<file path="src/rtl/kbd_enc_pkg.sv">
package kbd_enc_pkg;
  localparam int NUM_BANKS = 3;
  typedef enum logic [1:0] {
    BANK_PLAIN = 2'd0,
    BANK_SHIFT = 2'd1,
    BANK_CTRL  = 2'd2
  } bank_e;

  function automatic bank_e pick_bank(input logic shift, input logic ctrl);
    if (ctrl) return BANK_CTRL;
    if (shift) return BANK_SHIFT;
    return BANK_PLAIN;
  endfunction
endpackage

</file>
<file path="src/rtl/kbd_ring.sv">
module kbd_ring #(
  parameter int STAGES = 8
) (
  input  logic              clk_i,
  input  logic              rst_ni,
  input  logic              adv_i,
  output logic [STAGES-1:0] ring_o
);
  generate
    if (STAGES == 1) begin : g_single
      assign ring_o = 1'b1;
    end else begin : g_multi
      always_ff @(posedge clk_i or negedge rst_ni) begin
        if (!rst_ni)    ring_o <= STAGES'(1);
        else if (adv_i) ring_o <= {ring_o[STAGES-2:0], ring_o[STAGES-1]};
      end
    end
  endgenerate


  ring_onehot_chk: assert property (@(posedge clk_i) disable iff (!rst_ni)
    $countones(ring_o) == 1);
endmodule

</file>
<file path="src/rtl/kbd_code_rom.sv">
module kbd_code_rom
  import kbd_enc_pkg::*;
#(
  parameter int NUM_KEYS    = 88,
  parameter int BANK_STRIDE = 100,
  localparam int DEPTH = NUM_BANKS * NUM_KEYS,
  localparam int AW    = $clog2(DEPTH),
  localparam int KW    = $clog2(NUM_KEYS)
) (
  input  bank_e         bank_i,
  input  logic [KW-1:0] key_i,
  output logic [7:0]    data_o,
  output logic          parity_o
);
  logic [7:0] mem [DEPTH];
  logic [AW-1:0] addr;

  initial begin
    for (int b = 0; b < NUM_BANKS; b++)
      for (int k = 0; k < NUM_KEYS; k++)
        mem[b*NUM_KEYS + k] = 8'((k + b*BANK_STRIDE) % 256);
  end

  assign addr     = AW'(bank_i) * AW'(NUM_KEYS) + AW'(key_i);
  assign data_o   = mem[addr];
  assign parity_o = ~^data_o;  // odd over 9 bits
endmodule

</file>
<file path="src/rtl/kbd_debounce.sv">
module kbd_debounce #(
  parameter int DEBOUNCE = 4,
  localparam int CW = $clog2(DEBOUNCE + 1)
) (
  input  logic clk_i,
  input  logic rst_ni,
  input  logic match_i,
  output logic load_o,
  output logic strobe_o
);
  logic [CW-1:0] cnt_q;

  always_ff @(posedge clk_i or negedge rst_ni) begin
    if (!rst_ni)                       cnt_q <= '0;
    else if (!match_i)                 cnt_q <= '0;
    else if (cnt_q != CW'(DEBOUNCE))   cnt_q <= cnt_q + 1'b1;
  end

  assign load_o   = match_i && (cnt_q == CW'(DEBOUNCE - 1));
  assign strobe_o = (cnt_q == CW'(DEBOUNCE));


  strobe_needs_match_chk: assert property (@(posedge clk_i) disable iff (!rst_ni)
    $rose(strobe_o) |-> $past(match_i));

  release_drop_chk: assert property (@(posedge clk_i) disable iff (!rst_ni)
    (strobe_o && !match_i) |=> !strobe_o);
endmodule

</file>
<file path="src/rtl/kbd_matrix_encoder.sv">
module kbd_matrix_encoder
  import kbd_enc_pkg::*;
#(
  parameter int NUM_COLS    = 8,
  parameter int NUM_ROWS    = 11,
  parameter int DEBOUNCE    = 4,
  parameter int BANK_STRIDE = 100,
  localparam int NUM_KEYS = NUM_COLS * NUM_ROWS,
  localparam int KW       = $clog2(NUM_KEYS),
  localparam int CIW      = $clog2(NUM_COLS),
  localparam int RIW      = $clog2(NUM_ROWS)
) (
  input  logic                clk_i,
  input  logic                rst_ni,
  output logic [NUM_COLS-1:0] col_o,
  input  logic [NUM_ROWS-1:0] row_i,
  input  logic                shift_i,
  input  logic                ctrl_i,
  input  logic                data_inv_i,
  input  logic                par_inv_i,
  output logic [7:0]          data_o,
  output logic                parity_o,
  output logic                strobe_o
);
  logic [NUM_COLS-1:0] col_ring;
  logic [NUM_ROWS-1:0] row_ring;
  logic                match_w, load_w, strobe_w;
  logic [CIW-1:0]      col_idx;
  logic [RIW-1:0]      row_idx;
  logic [KW-1:0]       key_idx;
  logic [7:0]          rom_data, data_q;
  logic                rom_par, par_q;

  assign match_w = |(row_i & row_ring);

  kbd_ring #(.STAGES(NUM_ROWS)) u_row_ring (
    .clk_i, .rst_ni, .adv_i(!match_w), .ring_o(row_ring)
  );
  kbd_ring #(.STAGES(NUM_COLS)) u_col_ring (
    .clk_i, .rst_ni, .adv_i(!match_w && row_ring[NUM_ROWS-1]), .ring_o(col_ring)
  );

  always_comb begin
    col_idx = '0;
    for (int i = 0; i < NUM_COLS; i++) if (col_ring[i]) col_idx = CIW'(i);
    row_idx = '0;
    for (int j = 0; j < NUM_ROWS; j++) if (row_ring[j]) row_idx = RIW'(j);
  end

  assign key_idx = KW'(col_idx) * KW'(NUM_ROWS) + KW'(row_idx);

  kbd_code_rom #(.NUM_KEYS(NUM_KEYS), .BANK_STRIDE(BANK_STRIDE)) u_rom (
    .bank_i(pick_bank(shift_i, ctrl_i)), .key_i(key_idx),
    .data_o(rom_data), .parity_o(rom_par)
  );

  kbd_debounce #(.DEBOUNCE(DEBOUNCE)) u_debounce (
    .clk_i, .rst_ni, .match_i(match_w), .load_o(load_w), .strobe_o(strobe_w)
  );

  always_ff @(posedge clk_i or negedge rst_ni) begin
    if (!rst_ni) begin
      data_q <= '0;
      par_q  <= 1'b1;
    end else if (load_w) begin
      data_q <= rom_data;
      par_q  <= rom_par;
    end
  end

  assign col_o    = col_ring;
  assign data_o   = data_q ^ {8{data_inv_i}};
  assign parity_o = par_q ^ par_inv_i;
  assign strobe_o = strobe_w ^ data_inv_i;


  scan_freeze_chk: assert property (@(posedge clk_i) disable iff (!rst_ni)
    match_w |=> ($stable(col_ring) && $stable(row_ring)));

  scan_moves_chk: assert property (@(posedge clk_i) disable iff (!rst_ni)
    !match_w |=> !$stable(row_ring));

  data_hold_chk: assert property (@(posedge clk_i) disable iff (!rst_ni)
    (strobe_w && $past(strobe_w)) |-> ($stable(data_q) && $stable(par_q)));

  parity_odd_chk: assert property (@(posedge clk_i) disable iff (!rst_ni)
    strobe_w |-> ($countones({par_q, data_q}) % 2 == 1));
endmodule

</file>
<file path="config.mk">
export PLATFORM = sky130hd
export DESIGN_NAME = kbd_matrix_encoder
export DESIGN_NICKNAME = d
export VERILOG_FILES = /design/src/rtl/kbd_enc_pkg.sv /design/src/rtl/kbd_ring.sv /design/src/rtl/kbd_code_rom.sv /design/src/rtl/kbd_debounce.sv /design/src/rtl/kbd_matrix_encoder.sv
export SDC_FILE = /design/constraint.sdc
export NUM_CORES = 1
export LEC_CHECK = 0
export ABC_CLOCK_PERIOD_IN_PS = 8900
export BUFFER_PORTS_ARGS = -buffer_cell sky130_fd_sc_hd__buf_4
export CORE_MARGIN = 1
export CORE_UTILIZATION = 44
export CTS_CLUSTER_DIAMETER = 100
export DETAILED_ROUTE_END_ITERATION = 16
export HOLD_SLACK_MARGIN = 0.02
export PLACE_DENSITY_LB_ADDON = 0.08
export SYNTH_ARGS = -nofsm -noshare
export SYNTH_HDL_FRONTEND = slang
export SYNTH_HIERARCHICAL = 1
export SYNTH_SLANG_ARGS = --single-unit
</file>
<file path="constraint.sdc">
create_clock -name clk_i -period 8.9 [get_ports clk_i]
set_clock_uncertainty 0.15 [all_clocks]
set_input_delay 0.445 -clock clk_i [delete_from_list [all_inputs] [get_ports clk_i]]
set_output_delay 0.445 -clock clk_i [all_outputs]
set_load 0.05 [all_outputs]
</file>
; ---- Yosys cells after proc, flatten, opt, wreduce, memory -nomap -nowiden
; Memory sizes are Yosys's and may differ from the RTL's.
; Index checks and enable logic that the tools add are counted.
[word_totals]
reg_bits = 31
latch_bits = 0
mem_bits_rw = 0
mem_bits_ro = 2112
in_bits = 17
out_inout_bits = 18
word_cells = 50
n_memories = 1
[memory_table]
columns = name, depth, width, rd, rd_ports_with_merged_regs, wr, line_no
row1 = u_rom.mem, 264, 8, 1, 0, 0, kbd_code_rom.sv:15  ; logic [7:0] mem [DEPTH];
[classes]
addsub = 3
multipliers = 2
div_mod_pow = 0
order_cmp = 0
n_eq_ne = 4
shift = 0
mux = 26
bitwise = 4
reduce_logical = 5
[op_table]
columns = operator, n
row1 = $mux W4, 9
row2 = $mux W3, 7
row3 = $and A11 B11 Y11, 1
row4 = $reduce_or A11 Y1, 1
row5 = $mux W2, 5
row6 = $add A9 B7 Y9, 1
row7 = $reduce_xnor A8 Y1, 1
row8 = $xor A8 B8 Y8, 1
row9 = $add A7 B4 Y7, 1
row10 = $mul A3 B4 Y7 const B, 1
row11 = $mul A2 B4 Y6 const B, 1
row12 = $mux W1, 5
row13 = $add A3 B1 Y3 const B, 1
row14 = $eq A3 B2 Y1 const B, 1
row15 = $eq A3 B3 Y1 const B, 1
row16 = $ne A3 B3 Y1 const B, 1
row17 = $logic_and A1 B1 Y1, 2
row18 = $ne A2 B2 Y1 const B, 1
row19 = $xor A1 B1 Y1, 2
row20 = $logic_not A1 Y1, 1

; ---- Logic depth before layout (Yosys ltp)
; Gate-level depths: netlist (run 1).
; An unclocked memory read counts as a cell.
[logic_depth]
ltp_word = 14
ltp_mapped = 25
depth_no_buf = 23

; ---- Modules after synthesis
; Netlist (run 1), hierarchy kept.
[by_module_without_submodules]
columns = mod, n_inst, cells_per_inst, area_per_inst_um2, seq_area_each_um2
row1 = kbd_matrix_encoder, 1, 95, 938.4, 226.5
row2 = kbd_code_rom, 1, 126, 895.9, 0.0
row3 = kbd_ring (u_row_ring), 1, 23, 449.2, 276.5
row4 = kbd_ring (u_col_ring), 1, 17, 332.8, 201.4
row5 = kbd_debounce, 1, 19, 180.2, 75.1

; ---- Least setup slack after synthesis (run 1)
; No wires, ideal clock.
[synth_timing]
path_kind = register -> register
from = register u_col_ring.ring_o[7]
to = register par_q
setup_time_ns = 0.082
arrival_ns = 5.124
slack_ns = 3.544
path_stages_with_launch = 21
path_buffers = 1
synth_period_minus_slack_ns = 5.356
cell_sequence = dfrtp_1 -> nor4_4 -> inv_1 -> ha_1 -> fa_1 -> ha_1 -> a21o_1 -> a21oi_1 -> xnor2_1 -> inv_1 -> fa_1 -> and3b_1 -> o21a_1 -> nor2_1 -> buf_2 -> a221oi_2 -> nor2_1 -> a2111oi_0 -> nand2_1 -> xnor2_1 -> mux2_2
[synth_between]
elab_chain_len = 6
[synth_lines]
columns = element, line_no
row1 = "start, declared", kbd_ring.sv:7  ; output logic [STAGES-1:0] ring_o
row2 = "start signal, assigned", kbd_ring.sv:15  ; else if (adv_i) ring_o <= {ring_o[STAGES-2:0], ring_o[STAGES-1]};
row3 = $mux W3, kbd_matrix_encoder.sv:45  ; for (int i = 0; i < NUM_COLS; i++) if (col_ring[i]) col_idx = CIW'(i);
row4 = $mul A3 B4 Y7, kbd_matrix_encoder.sv:50  ; assign key_idx = KW'(col_idx) * KW'(NUM_ROWS) + KW'(row_idx);
row5 = $add A7 B4 Y7, kbd_matrix_encoder.sv:50
row6 = named net key_idx[4], kbd_matrix_encoder.sv:30  ; logic [KW-1:0] key_idx;
row7 = $add A9 B7 Y9, kbd_code_rom.sv:24  ; assign addr = AW'(bank_i) * AW'(NUM_KEYS) + AW'(key_i);
row8 = $mem_v2 Z264 W8, --
row9 = $reduce_xnor A8 Y1, kbd_code_rom.sv:26  ; assign parity_o = ~^data_o;
row10 = named net rom_par, kbd_matrix_encoder.sv:32  ; logic rom_par, par_q;
row11 = "end signal, assigned", kbd_matrix_encoder.sv:67  ; par_q <= rom_par;
row12 = "end, declared", kbd_matrix_encoder.sv:32
; The timed path passes the listed nets, and every way through them passes these cells.
; A chain may end at the register's enable or synchronous reset.

; ---- Final worst setup path (run 1)
; Ends and elaborated chain as after synthesis.

==> metrics.md, run 1 <==
| Metric | Value |
|---|---|
| Outcome | `finished clean` |
| Fillers | `561` |
| DRC violations left | `0` |
| Final HPWL DP | `4.165 mm` |
| Die Y | `81.72 µm` |
| CTS sink cnt | `31` |
| Starting Density | `46.41%` |
| Final hold slack | `approximately 0.38 ns` |
| Pin count of the biggest net entering global routing | `32` |
| Slew Limit Fails | `0` |
| Flop-to-flop setup slack | `between 3 and 4 ns` |
| Async SR Flop Fraction | `100.0%` |
| Worst EP arrival | `5.88 ns` |
| Total gr overflow | `0` |
| Post-place instance area | `~3000 µm²` |
| Fin Setup TNS | `0 ns` |
| RSZ-0062 raised after global routing | `false` |
| Die ar. | `6678 µm²` |
| Via density | `5.626` |
| Number of flops mapped to enable cells by yosys | `0` |
| Largest cells by area after synthesis | `dfrtp_1 25%, ha_1 9.8%, mux2_4 9.7%` |
| Gr usage total | `18.61%` |
| Final setup viols | `0` |
| CTS tree | `yes` |
| Worst VDD drop | `67.49 µV` |
| FMAX | `about 170 MHz` |
| Number of CTS-inserted buffers | `5` |
| CTS clk-pin slew, worst paths | `0.06 ns` |
| Cells on worst reg2reg path | `19` |
| Root buffer cell | `clkbuf_8` |
| Crit path max fanout | `12` |
| Tmin final | `5.824 ns` |
| Drt wl/cell | `14.29 µm` |
| Vias in the first global route | `2096` |
| Share of cells above drive strength 1 | `29.32%` |
| Mean Syn Cell Area | `9.987 µm²` |
| CP startpoint kind | `flop` |
| Cells after Synth | `280` |
| Die width | `81.72 µm` |
| Relative slew slack | `53.80%` |
| Hold wc startpoint | `data_q[5]` |
| First-pass GRT wire length | `between 9 and 10 mm` |
| Yosys top cell by area | `dfrtp_1` |
| Crit. End Element | `flop` |
| Largest buffer count on any clock path | `2` |
| Worst min path class | `flop to flop` |
| Fin. Hold Viols | `0` |
| Top-area cell type share of the netlist area | `25.06%` |
| Pwr Density | `105.5 nW/µm²` |
| Crit Reg-Reg Endpoint | `par_q` |
| Initial antenna violation count | `0` |
| Post-CTS Setup Bufs | `0` |
| Synth unique cells | `65` |
| Post-DRT Antenna Nets | `0` |
| Skew-Pair Late Insertion Delay | `roughly 0.28 ns` |
| Crit Path Class | `flop to flop` |
| P_leak | `1.590 nW` |
| GPL Wtd Cong | `approximately 0.83` |
| Yosys warns | `6` |
| Worst Path Required | `about 9.0 ns` |
| Input/output buffers | `34` |
| Core Box Area | `between 6000 and 7000 µm²` |
| I/O Pins | `35` |
| Worst Hold Path EP | `data_q[5]` |
| Reg2reg start | `u_col_ring/ring_o[7]` |
| Syn nets | `323` |
| Hold Path Depth | `1` |
| Final net count | `350` |
| Ant diodes | `0` |
| Tcrit/Tclk final | `approximately two thirds` |
| Max-cap violations | `0` |
| Final instance area | `3158 µm²` |
| Cell Rows | `28` |
| Worst-Margin Slew | `0.6904 ns` |
| Seq/Total Area, Yosys | `27.87%` |
| Final WL | `5.460 mm` |
| Total iterations of the first detailed-routing run | `4` |
| Htree depth | `2` |
| Total Power | `0.0003332 W` |
| Post-Syn Area | `2796 µm²` |
| Synth-to-layout area growth | `12.93%` |
| Main flop type after synthesis | `dfrtp_1` |
| Via count | `2149` |
| Post-synthesis register bit count | `31` |
| DRT iter0 DRCs | `119` |
-- worst max-delay path: stages (launching register included) --
cell	delay [ns]
dfrtp_1	0.46
nor4_4	0.33
inv_1	0.10
ha_1	0.33
fa_1	0.52
ha_1	0.31
a21o_1	0.18
a21oi_1	0.21
xnor2_1	0.18
inv_1	0.10
fa_1	0.79
inv_1	0.28
a22o_1	0.29
nor4b_2	0.28
o221a_2	0.27
nor2_1	0.06
a2111oi_0	0.41
nand2_1	0.11
xnor2_1	0.14
mux2_2	0.26
-- power breakdown --
group          internal [W]  switching, W
Combinational     0.0000228     0.0000370
Sequential         0.000141             0
Clock             0.0000819     0.0000504
Total              0.000246     0.0000875
-- metrics by stage --
step	setup WS, ns	util (%)	instances
4_1_cts	3.078	52.41	382
5_1_grt	2.580	52.41	382
3_3_place_gp	3.139	50.54	374
3_5_place_dp	3.100	50.54	374
6_report	3.076	52.41	382
2_1_floorplan	3.544	-	280
-- layer usage --
| layer | wire length, µm | up-vias | GRT usage (%) |
|---|---|---|---|
| met1 | 2540 | 1027 | 23.41 |
| met2 | 2612 | 44 | 31.24 |
| met4 | 108 | 0 | 7.544 |
| li1 | - | 1071 | - |
| met3 | 199 | 7 | 3.444 |
| met5 | 0 | - | 0 |
-- layout make-up --
class	count	area, µm²	area share [%]
Clock inverter	1	30.03	0.9509
Tap cell	75	93.84	2.971
Inverter	24	90.09	2.853
Sequential cell	31	779.5	24.68
Clock buffer	6	72.57	2.298
Timing Repair Buffer	35	265.3	8.399
Multi-Input combinational cell	210	1827	57.84
-- cell usage in the layout, fill, tap and decap left out, types with 4 or more instances in the layout --
cell type and n:
o211ai_1 6, ha_1 22, clkbuf_8 5, buf_4 34, o21ai_0 14, a21oi_1 8, a2111oi_0 5, xor2_1 12
mux2_4 18, xnor2_1 7, dfrtp_1 28, fa_1 4, inv_1 23, mux2_2 10, nor2_1 17, nand2_1 14
-- state kept, by name, indices dropped and copies added (netlist names) --
signal and count:
data_q 8, par_q 1, u_col_ring/ring_o 8, u_debounce/cnt_q 3
u_row_ring/ring_o 11
-- how the worst max path moves through the flow --
stage	startpoint	endpoint	slack [ns]	cells past startpoint
finish	u_col_ring/ring_o[7]	par_q	3.08	19
global route	u_col_ring/ring_o[2]	par_q	2.58	21
CTS	u_col_ring/ring_o[7]	par_q	3.08	19
detailed placement	u_col_ring/ring_o[7]	par_q	3.10	19
global placement	u_col_ring/ring_o[2]	par_q	3.14	21
floorplan	u_col_ring/ring_o[7]	par_q	3.54	20
-- synth_stat cells, types with 3 or more instances --
cell type and count:
buf_2 5, nand2b_1 3, o21bai_1 3, clkbuf_1 4
a22oi_1 3, inv_1 23, xor2_1 12, a21o_1 3
dfstp_2 3, a211oi_1 3, o211ai_1 6, nor2_1 17
mux2_4 18, ha_1 22, a22o_1 3, a221oi_2 3
o21ai_1 3, fa_1 4, buf_6 4, xnor2_1 7
and3_1 3, a21oi_1 8, o21ai_0 14, nand2_1 14
a2111oi_0 5, mux2_2 10, dfrtp_1 28, o22ai_1 3
-- logic make-up (layout without fill, tap and decap cells) --
kind of cell	count (synthesis)	after routing	synth area share, %
buffers and inverters	39	66	6.800
adder cells (fa/ha/maj)	26	26	12.71
flip-flops	31	31	27.87
multiplexers	28	28	13.69
AND/OR/NAND/NOR	59	59	11.50
AO/OA/AOI/OAI	76	76	20.31
XOR/XNOR	21	21	7.114
-- what timing repair did --
action                                 CTS  global route
gates resized for setup                  0             0
hold buffers                             1             0
endpoints found under the hold margin   28             0
No activity file was read; power rests on OpenSTA's default activity.
==> inputs of run 2 (changes only) <==
--- a/config.mk
+++ b/config.mk
@@ -5,7 +5,7 @@
 export SDC_FILE = /design/constraint.sdc
 export NUM_CORES = 1
 export LEC_CHECK = 0
-export ABC_CLOCK_PERIOD_IN_PS = 8900
+export ABC_CLOCK_PERIOD_IN_PS = 5000
 export BUFFER_PORTS_ARGS = -buffer_cell sky130_fd_sc_hd__buf_4
 export CORE_MARGIN = 1
 export CORE_UTILIZATION = 44
==> constraint.sdc (replaced) <==
create_clock -name clk_i -period 5 [get_ports clk_i]
set_clock_uncertainty 0.15 [all_clocks]
set_input_delay 0.25 -clock clk_i [delete_from_list [all_inputs] [get_ports clk_i]]
set_output_delay 0.25 -clock clk_i [all_outputs]
set_load 0.05 [all_outputs]
==> run 2 against run 1 <==
The run now ends with setup timing left. Design area up 29%. Die area unchanged. First-iteration DRC count up 50%. Flip-flop and latch count unchanged. Routed wire length up 24%. Global-route usage up 2.7 points. Utilization up 15 points. Critical endpoint unchanged. Highest routed layer unchanged.
==> metrics.md, run 2 (synthesis results as in run 1) <==
| Metric | Value |
|---|---|
| CTS clk-pin slew, worst paths | `0.07 ns (was 0.06 ns)` |
| Max-cap violations | `0 (unchanged)` |
| Largest registers | `u_row_ring/ring_o x11, data_q x8, u_col_ring/ring_o x8 (unchanged)` |
| Vias in the first global route | `2433 (was 2096)` |
| Worst min path class | `input pin to asynchronous set/reset pin (was flop to flop)` |
| FMAX | `194.9 MHz (was 171.7 MHz)` |
| Starting Density | `46.41% (unchanged)` |
| Critical-path top delay cell | `fa_1 (unchanged)` |
| Crit. End Element | `flop (unchanged)` |
| Pwr Density | `162.0 nW/µm² (was 105.5 nW/µm²)` |
| Root buffer cell | `clkbuf_8 (unchanged)` |
| DRC violations left | `0 (unchanged)` |
| Crit path max fanout | `4 (was 12)` |
| Largest buffer count on any clock path | `2 (unchanged)` |
| CP cell instances | `nor4_4, inv_2, buf_6, ha_4, fa_1, inv_2, fa_2, inv_2, a21o_1, a21oi_2, xnor2_1, ha_2, buf_6, nand3_4, and3b_2, buf_6, nor4b_4, buf_4, o221ai_4, a2111oi_4, a2111oi_2, nand2_1, xnor2_1, mux2_4 (was nor4_4, inv_1, ha_1, fa_1, ha_1, a21o_1, a21oi_1, xnor2_1, inv_1, fa_1, inv_1, a22o_1, nor4b_2, o221a_2, nor2_1, a2111oi_0, nand2_1, xnor2_1, mux2_2)` |
| Input/output buffers | `34 (unchanged)` |
| DRT iter0 DRCs | `178 (was 119)` |
| Ant diodes | `0 (unchanged)` |
| Die width | `81.72 µm (unchanged)` |
| Via count | `2466 (was 2149)` |
| RSZ-0062 raised after global routing | `true (was false)` |
| Reg with most FFs | `u_row_ring/ring_o (unchanged)` |
| Fin worst setup slack | `-0.1297 ns (was 3.076 ns)` |
| Most common cell after layout, fill and taps aside | `buf_4 (unchanged)` |
| Slew Limit Fails | `0 (unchanged)` |
| CTS tree | `yes (unchanged)` |
| Via density | `5.480 (was 5.626)` |
| Cell Rows | `28 (unchanged)` |
| Core Box Area | `6026 µm² (unchanged)` |
| Initial antenna violation count | `0 (unchanged)` |
| Pin count of the biggest net entering global routing | `32 (unchanged)` |
| Tmin final | `5.130 ns (was 5.824 ns)` |
| Skew-Pair Late Insertion Delay | `0.28 ns (about the same)` |
| First-pass GRT wire length | `11.05 mm (was 9.597 mm)` |
| CP startpoint kind | `flop (unchanged)` |
| Post-DRT Antenna Nets | `0 (unchanged)` |
| Fin. Hold Viols | `0 (unchanged)` |
| Outcome | `complete, but fails checks (was finished clean)` |
| Die Y | `81.72 µm (unchanged)` |
| Post-place instance area | `3477 µm² (was 3045 µm²)` |
| CP peak stage delay | `0.53 ns (was 0.79 ns)` |
| Final Util | `67.79% (was 52.41%)` |
| Die ar. | `6678 µm² (unchanged)` |
| CTS sink cnt | `31 (unchanged)` |
| Number of CTS-inserted buffers | `5 (unchanged)` |
| Total gr overflow | `0 (unchanged)` |
| Total Power | `0.0006616 W (was 0.0003332 W)` |
| Relative slew slack | `67.03% (was 53.80%)` |
| Reg2reg start | `u_col_ring/ring_o[6] (was u_col_ring/ring_o[7])` |
| Most frequent cells in the layout | `92 x buf_4, 21 x dfrtp_1, 19 x mux2_4 (was 34 x buf_4, 28 x dfrtp_1, 23 x inv_1)` |
| Worst Path Required | `5.06 ns (was 8.96 ns)` |
| Flop-to-flop setup slack | `-0.13 ns (was 3.08 ns)` |
| Final WL | `6.796 mm (was 5.460 mm)` |
| Gr usage total | `21.32% (was 18.61%)` |
| Drt wl/cell | `15.10 µm (was 14.29 µm)` |
| Worst-Margin Slew | `0.4945 ns (was 0.6904 ns)` |
| Final HPWL DP | `4.780 mm (was 4.165 mm)` |
| Final setup viols | `2 (was 0)` |
| Failing checks | `setup timing` |
| Share of cells above drive strength 1 | `58.13% (was 29.32%)` |
| Final net count | `417 (was 350)` |
| Total iterations of the first detailed-routing run | `4 (unchanged)` |
| Crit Path Class | `flop to flop (unchanged)` |
| Htree depth | `2 (unchanged)` |
| Final instance area | `4085 µm² (was 3158 µm²)` |
| Worst VDD drop | `178.2 µV (was 67.49 µV)` |
| Worst EP arrival | `5.19 ns (was 5.88 ns)` |
| Final hold slack | `0.2944 ns (was 0.3776 ns)` |
| P_leak | `1.977 nW (was 1.590 nW)` |
| Crit Reg-Reg Endpoint | `par_q (unchanged)` |
| Max reg flops | `11 (unchanged)` |
| Synth-to-layout area growth | `46.09% (was 12.93%)` |
| Fin Setup TNS | `-0.1866 ns (was 0 ns)` |
| GPL Wtd Cong | `0.8870 (was 0.8292)` |
| I/O Pins | `35 (unchanged)` |
| Cells on worst reg2reg path | `24 (was 19)` |
| Tcrit/Tclk final | `102.6% (was 65.44%)` |
==> run 2: changes by cell type in the layout (fill, tap and decap cells not counted), moves of 6 or more <==
| cell | delta |
|---|---|
| buf_4 | +58 |
| buf_6 | +9 |
| dfrtp_1 | -7 |
| dfrtp_2 | +7 |
| ha_1 | -8 |
| ha_4 | +6 |
| inv_1 | -8 |
| inv_2 | +8 |
| nor2_1 | -6 |
==> run 2: stage by stage <==
step / std cells / worst slack [ns]
2_1_floorplan: 280 / -0.1104
3_3_place_gp: 424 / -0.2375
3_5_place_dp: 424 / -0.2640
4_1_cts: 441 / -0.1504
5_1_grt: 450 / -0.3706
6_report: 450 / -0.1297
==> run 2: cell type report <==
class	count	area [µm²]
well taps	75	93.84
clock inverters	2	35.03
flip-flops and latches	31	788.3
inverters	24	90.09
repair buffers	102	802.0
clock buffers	6	82.58
fillers	478	1941
multi-input cells	210	2193
==> run 2: critical path: cells and delay by family, from the launching register on <==
kind,cells,cell delay (ns)
compound gates,5,0.81
xor+xnor,2,0.19
fa+ha+maj,4,1.51
buf+inv,7,0.72
flops,1,0.42
mux,1,0.26
simple gates,5,0.98
==> run 2: repair_timing <==
| action | 4_1_cts | 5_1_grt |
|---|---|---|
| gates resized for setup | 32 | 41 |
| buffers inserted | 8 | 9 |
| setup endpoints to repair | 2 | 7 |
| endpoints found under the hold margin | 28 | 0 |
| pin swaps | 26 | 34 |
| hold buffers | 1 | 0 |
==> run 2: worst max-delay path by stage <==
stage             to            startpoint  cells after the start
2_1_floorplan  par_q  u_col_ring/ring_o[2]                     23
3_3_place_gp   par_q  u_col_ring/ring_o[2]                     20
3_5_place_dp   par_q  u_col_ring/ring_o[4]                     21
4_1_cts        par_q  u_col_ring/ring_o[7]                     22
5_1_grt        par_q  u_col_ring/ring_o[6]                     24
6_report       par_q  u_col_ring/ring_o[6]                     24
==> run 2: where the power goes <==
part	total (W)	switching, W	internal [W]
Sequential	0.000251	0	0.000251
Combinational	0.000155	0.0000846	0.0000705
Clock	0.000256	0.0000946	0.000161
Total	0.000662	0.000179	0.000482
==> run 2: routing by layer <==
layer / global-route usage, % / routed length (µm) / share of wire [%]
met1: 26.87 / 2935 / 43
met2: 38.10 / 3605 / 53
met3: 3.111 / 206 / 3.0
met4: 4.912 / 48 / 0.71
met5: 0 / 0 / 0
==> inputs of run 3 (changes only) <==
--- a/config.mk
+++ b/config.mk
@@ -5,14 +5,17 @@
 export SDC_FILE = /design/constraint.sdc
 export NUM_CORES = 1
 export LEC_CHECK = 0
-export ABC_CLOCK_PERIOD_IN_PS = 5000
+export ABC_CLOCK_PERIOD_IN_PS = 4910
 export BUFFER_PORTS_ARGS = -buffer_cell sky130_fd_sc_hd__buf_4
+export CELL_PAD_IN_SITES_DETAIL_PLACEMENT = 1
+export CELL_PAD_IN_SITES_GLOBAL_PLACEMENT = 1
 export CORE_MARGIN = 1
 export CORE_UTILIZATION = 44
 export CTS_CLUSTER_DIAMETER = 100
 export DETAILED_ROUTE_END_ITERATION = 16
 export HOLD_SLACK_MARGIN = 0.02
 export PLACE_DENSITY_LB_ADDON = 0.08
+export RECOVER_POWER = 50
 export SYNTH_ARGS = -nofsm -noshare
 export SYNTH_HDL_FRONTEND = slang
 export SYNTH_HIERARCHICAL = 1
==> constraint.sdc (replaced) <==
create_clock -name clk_i -period 4.91 [get_ports clk_i]
set_clock_uncertainty 0.15 [all_clocks]
set_input_delay 0.2455 -clock clk_i [delete_from_list [all_inputs] [get_ports clk_i]]
set_output_delay 0.2455 -clock clk_i [all_outputs]
set_load 0.05 [all_outputs]
==> run 3 against run 2 <==
The flow finishes with violations (capacitance limit, slew limit, setup timing). Sequential share of layout area is 0.77 points lower. Total power rose by 10%. Cell count increased by 1.3%. First-iteration DRC count is 16% higher. Register-to-register slack worse by 0.51 ns. Critical endpoint unchanged. Clock power up 11%. Maximum frequency shrank 7.6%.
==> metrics.md, run 3 (synthesis results as in run 1) <==
| Metric | Value |
|---|---|
| Share of cells above drive strength 1 | `60.37% (was 58.13%)` |
| Reg with most FFs | `u_row_ring/ring_o (unchanged)` |
| Tmin final | `5.552 ns (was 5.130 ns)` |
| Pin count of the biggest net entering global routing | `32 (unchanged)` |
| Worst-Margin Slew | `1.842 ns (was 0.4945 ns)` |
| Synth-to-layout area growth | `52.17% (was 46.09%)` |
| Total iterations of the first detailed-routing run | `4 (unchanged)` |
| GPL Wtd Cong | `0.8068 (was 0.8870)` |
| Number of CTS-inserted buffers | `5 (unchanged)` |
| Via density | `6.289 (was 5.480)` |
| DRT iter0 DRCs | `206 (was 178)` |
| CP startpoint kind | `flop (unchanged)` |
| Fin worst setup slack | `-0.6419 ns (was -0.1297 ns)` |
| Final net count | `423 (was 417)` |
| Flop-to-flop setup slack | `-0.64 ns (was -0.13 ns)` |
| Skew-Pair Late Insertion Delay | `0.30 ns (was 0.28 ns)` |
| Slew Limit Fails | `32 (was 0)` |
| Register Area | `788.3 µm² (unchanged)` |
| Root buffer cell | `clkbuf_8 (unchanged)` |
| Failing checks | `capacitance limit, slew limit, setup timing (was setup timing)` |
| Fin. Hold Viols | `0 (unchanged)` |
| CTS tree | `yes (unchanged)` |
| Die ar. | `6678 µm² (unchanged)` |
| Worst EP arrival | `5.63 ns (was 5.19 ns)` |
| Most common cell after layout, fill and taps aside | `buf_4 (unchanged)` |
| Htree depth | `2 (unchanged)` |
| P_leak | `2.014 nW (was 1.977 nW)` |
| Tcrit/Tclk final | `113.1% (was 102.6%)` |
| FMAX | `180.1 MHz (was 194.9 MHz)` |
| CTS sink cnt | `31 (unchanged)` |
| Ant diodes | `0 (unchanged)` |
| Via count | `2868 (was 2466)` |
| Final WL | `12.41 mm (was 6.796 mm)` |
| Gr usage total | `32.25% (was 21.32%)` |
| Fin Setup TNS | `-1.985 ns (was -0.1866 ns)` |
| Vias in the first global route | `2941 (was 2433)` |
| Die width | `81.72 µm (unchanged)` |
| CP peak stage delay | `0.45 ns (was 0.53 ns)` |
| Final HPWL DP | `6.061 mm (was 4.780 mm)` |
| I/O Pins | `35 (unchanged)` |
| Die Y | `81.72 µm (unchanged)` |
| Crit path max fanout | `4 (unchanged)` |
| Final setup viols | `7 (was 2)` |
| First-pass GRT wire length | `15.70 mm (was 11.05 mm)` |
| Core Box Area | `6026 µm² (unchanged)` |
| RSZ-0062 raised after global routing | `true (unchanged)` |
| Worst Path Required | `4.99 ns (was 5.06 ns)` |
| Drt wl/cell | `27.21 µm (was 15.10 µm)` |
| Most frequent cells in the layout | `89 x buf_4, 21 x dfrtp_1, 19 x mux2_4 (was 92 x buf_4, 21 x dfrtp_1, 19 x mux2_4)` |
| Total gr overflow | `0 (unchanged)` |
| Area taken by multi-input logic gates | `2320 µm² (was 2193 µm²)` |
| Cell Rows | `28 (unchanged)` |
| Critical-path top delay cell | `o41ai_1 (was fa_1)` |
| Largest buffer count on any clock path | `2 (unchanged)` |
| Total Power | `0.0007286 W (was 0.0006616 W)` |
| Outcome | `complete, but fails checks (unchanged)` |
| Post-DRT Antenna Nets | `0 (unchanged)` |
| Max reg flops | `11 (unchanged)` |
| Crit. End Element | `flop (unchanged)` |
| Starting Density | `46.41% (unchanged)` |
| Crit Path Class | `flop to flop (unchanged)` |
| Worst VDD drop | `261.2 µV (was 178.2 µV)` |
| DRC violations left | `0 (unchanged)` |
| Most frequent CP cell | `ha_4` |
| Input/output buffers | `34 (unchanged)` |
| CTS clk-pin slew, worst paths | `0.08 ns (was 0.07 ns)` |
| Initial antenna violation count | `0 (unchanged)` |
| Pwr Density | `171.2 nW/µm² (was 162.0 nW/µm²)` |
| Largest registers | `u_row_ring/ring_o x11, data_q x8, u_col_ring/ring_o x8 (unchanged)` |
| Worst min path class | `flop to flop (was input pin to asynchronous set/reset pin)` |
| CP cell instances | `nor2_1, o21ai_0, a211oi_1, or2_2, ha_4, ha_4, inv_2, fa_2, inv_1, a21o_1, a21oi_2, xnor2_2, ha_4, and3b_2, o21a_1, buf_4, o41ai_1, o211ai_1, a21oi_1, o21ai_1, xnor2_1, xnor2_1, mux2_2 (was nor4_4, inv_2, buf_6, ha_4, fa_1, inv_2, fa_2, inv_2, a21o_1, a21oi_2, xnor2_1, ha_2, buf_6, nand3_4, and3b_2, buf_6, nor4b_4, buf_4, o221ai_4, a2111oi_4, a2111oi_2, nand2_1, xnor2_1, mux2_4)` |
| Relative slew slack | `-22.82% (was 67.03%)` |
| Fillers | `602 (was 478)` |
| Max-cap violations | `1 (was 0)` |
run 3: power by group:
group	internal, W	switching [W]
sequential	0.000255	0
clock	0.000164	0.000120
combinational	0.0000794	0.000109
total	0.000499	0.000230
run 3: final cells by class:
class                   count  area share [%]
clock buffers               6           1.941
well taps                  75           2.205
repair buffers            108           19.88
multi-input cells         210           54.51
clock inverters             2          0.8233
inverters                  24           2.117
flip-flops and latches     31           18.52
run 3: final timing paths:
kind	from	cells past startpoint	endpoint
setup / recovery	u_row_ring/ring_o[4]	23	par_q
hold / removal	data_q[3]	1	data_q[3]
setup reg to reg	u_row_ring/ring_o[4]	23	par_q
hold reg to reg	data_q[3]	1	data_q[3]
max in group asynchronous	rst_ni	2	u_col_ring/ring_o[3]
min in group asynchronous	rst_ni	2	u_debounce/cnt_q[0]
run 3: worst max-delay path: cells and delay by family, from the launching register on:
kind                       cells  cell delay (ns)
buffers and inverters          3             0.27
xor gates and xnor gates       3             0.51
DFF                            1             0.41
muxes                          1             0.26
AOI/OAI and AO/OA              9             2.19
adders and majority gates      4             0.88
and+or+nand+nor                3             0.80
run 3: layer usage:
layer  routed length, µm  GRT usage [%]
met5                   0              0
met4                 708          15.09
met3                 483          5.000
met1                4849          37.52
met2                6367          57.52
run 3: through the flow:
step / setup WS, ns / utilization (%) / hold WS, ns / instances / instance area (µm²)
3_5_place_dp: -0.3963 / 58.33 / 0.05870 / 427 / 3515
4_1_cts: -0.1810 / 65.01 / 0.2818 / 446 / 3918
3_3_place_gp: -0.2745 / 58.33 / 0.04620 / 427 / 3515
2_1_floorplan: -0.2003 / - / -0.2001 / 280 / 2872
5_1_grt: -0.7684 / 70.62 / 0.3961 / 456 / 4255
6_report: -0.6419 / 70.62 / 0.3883 / 456 / 4255
run 3: timing repair:
item | 4_1_cts | 5_1_grt
pin swaps | 26 | 42
hold buffers | 1 | 0
buffers inserted | 10 | 10
setup endpoints to repair | 5 | 7
gates cloned | 0 | 0
hold endpoints to repair | 28 | 0
gates resized for setup | 40 | 52
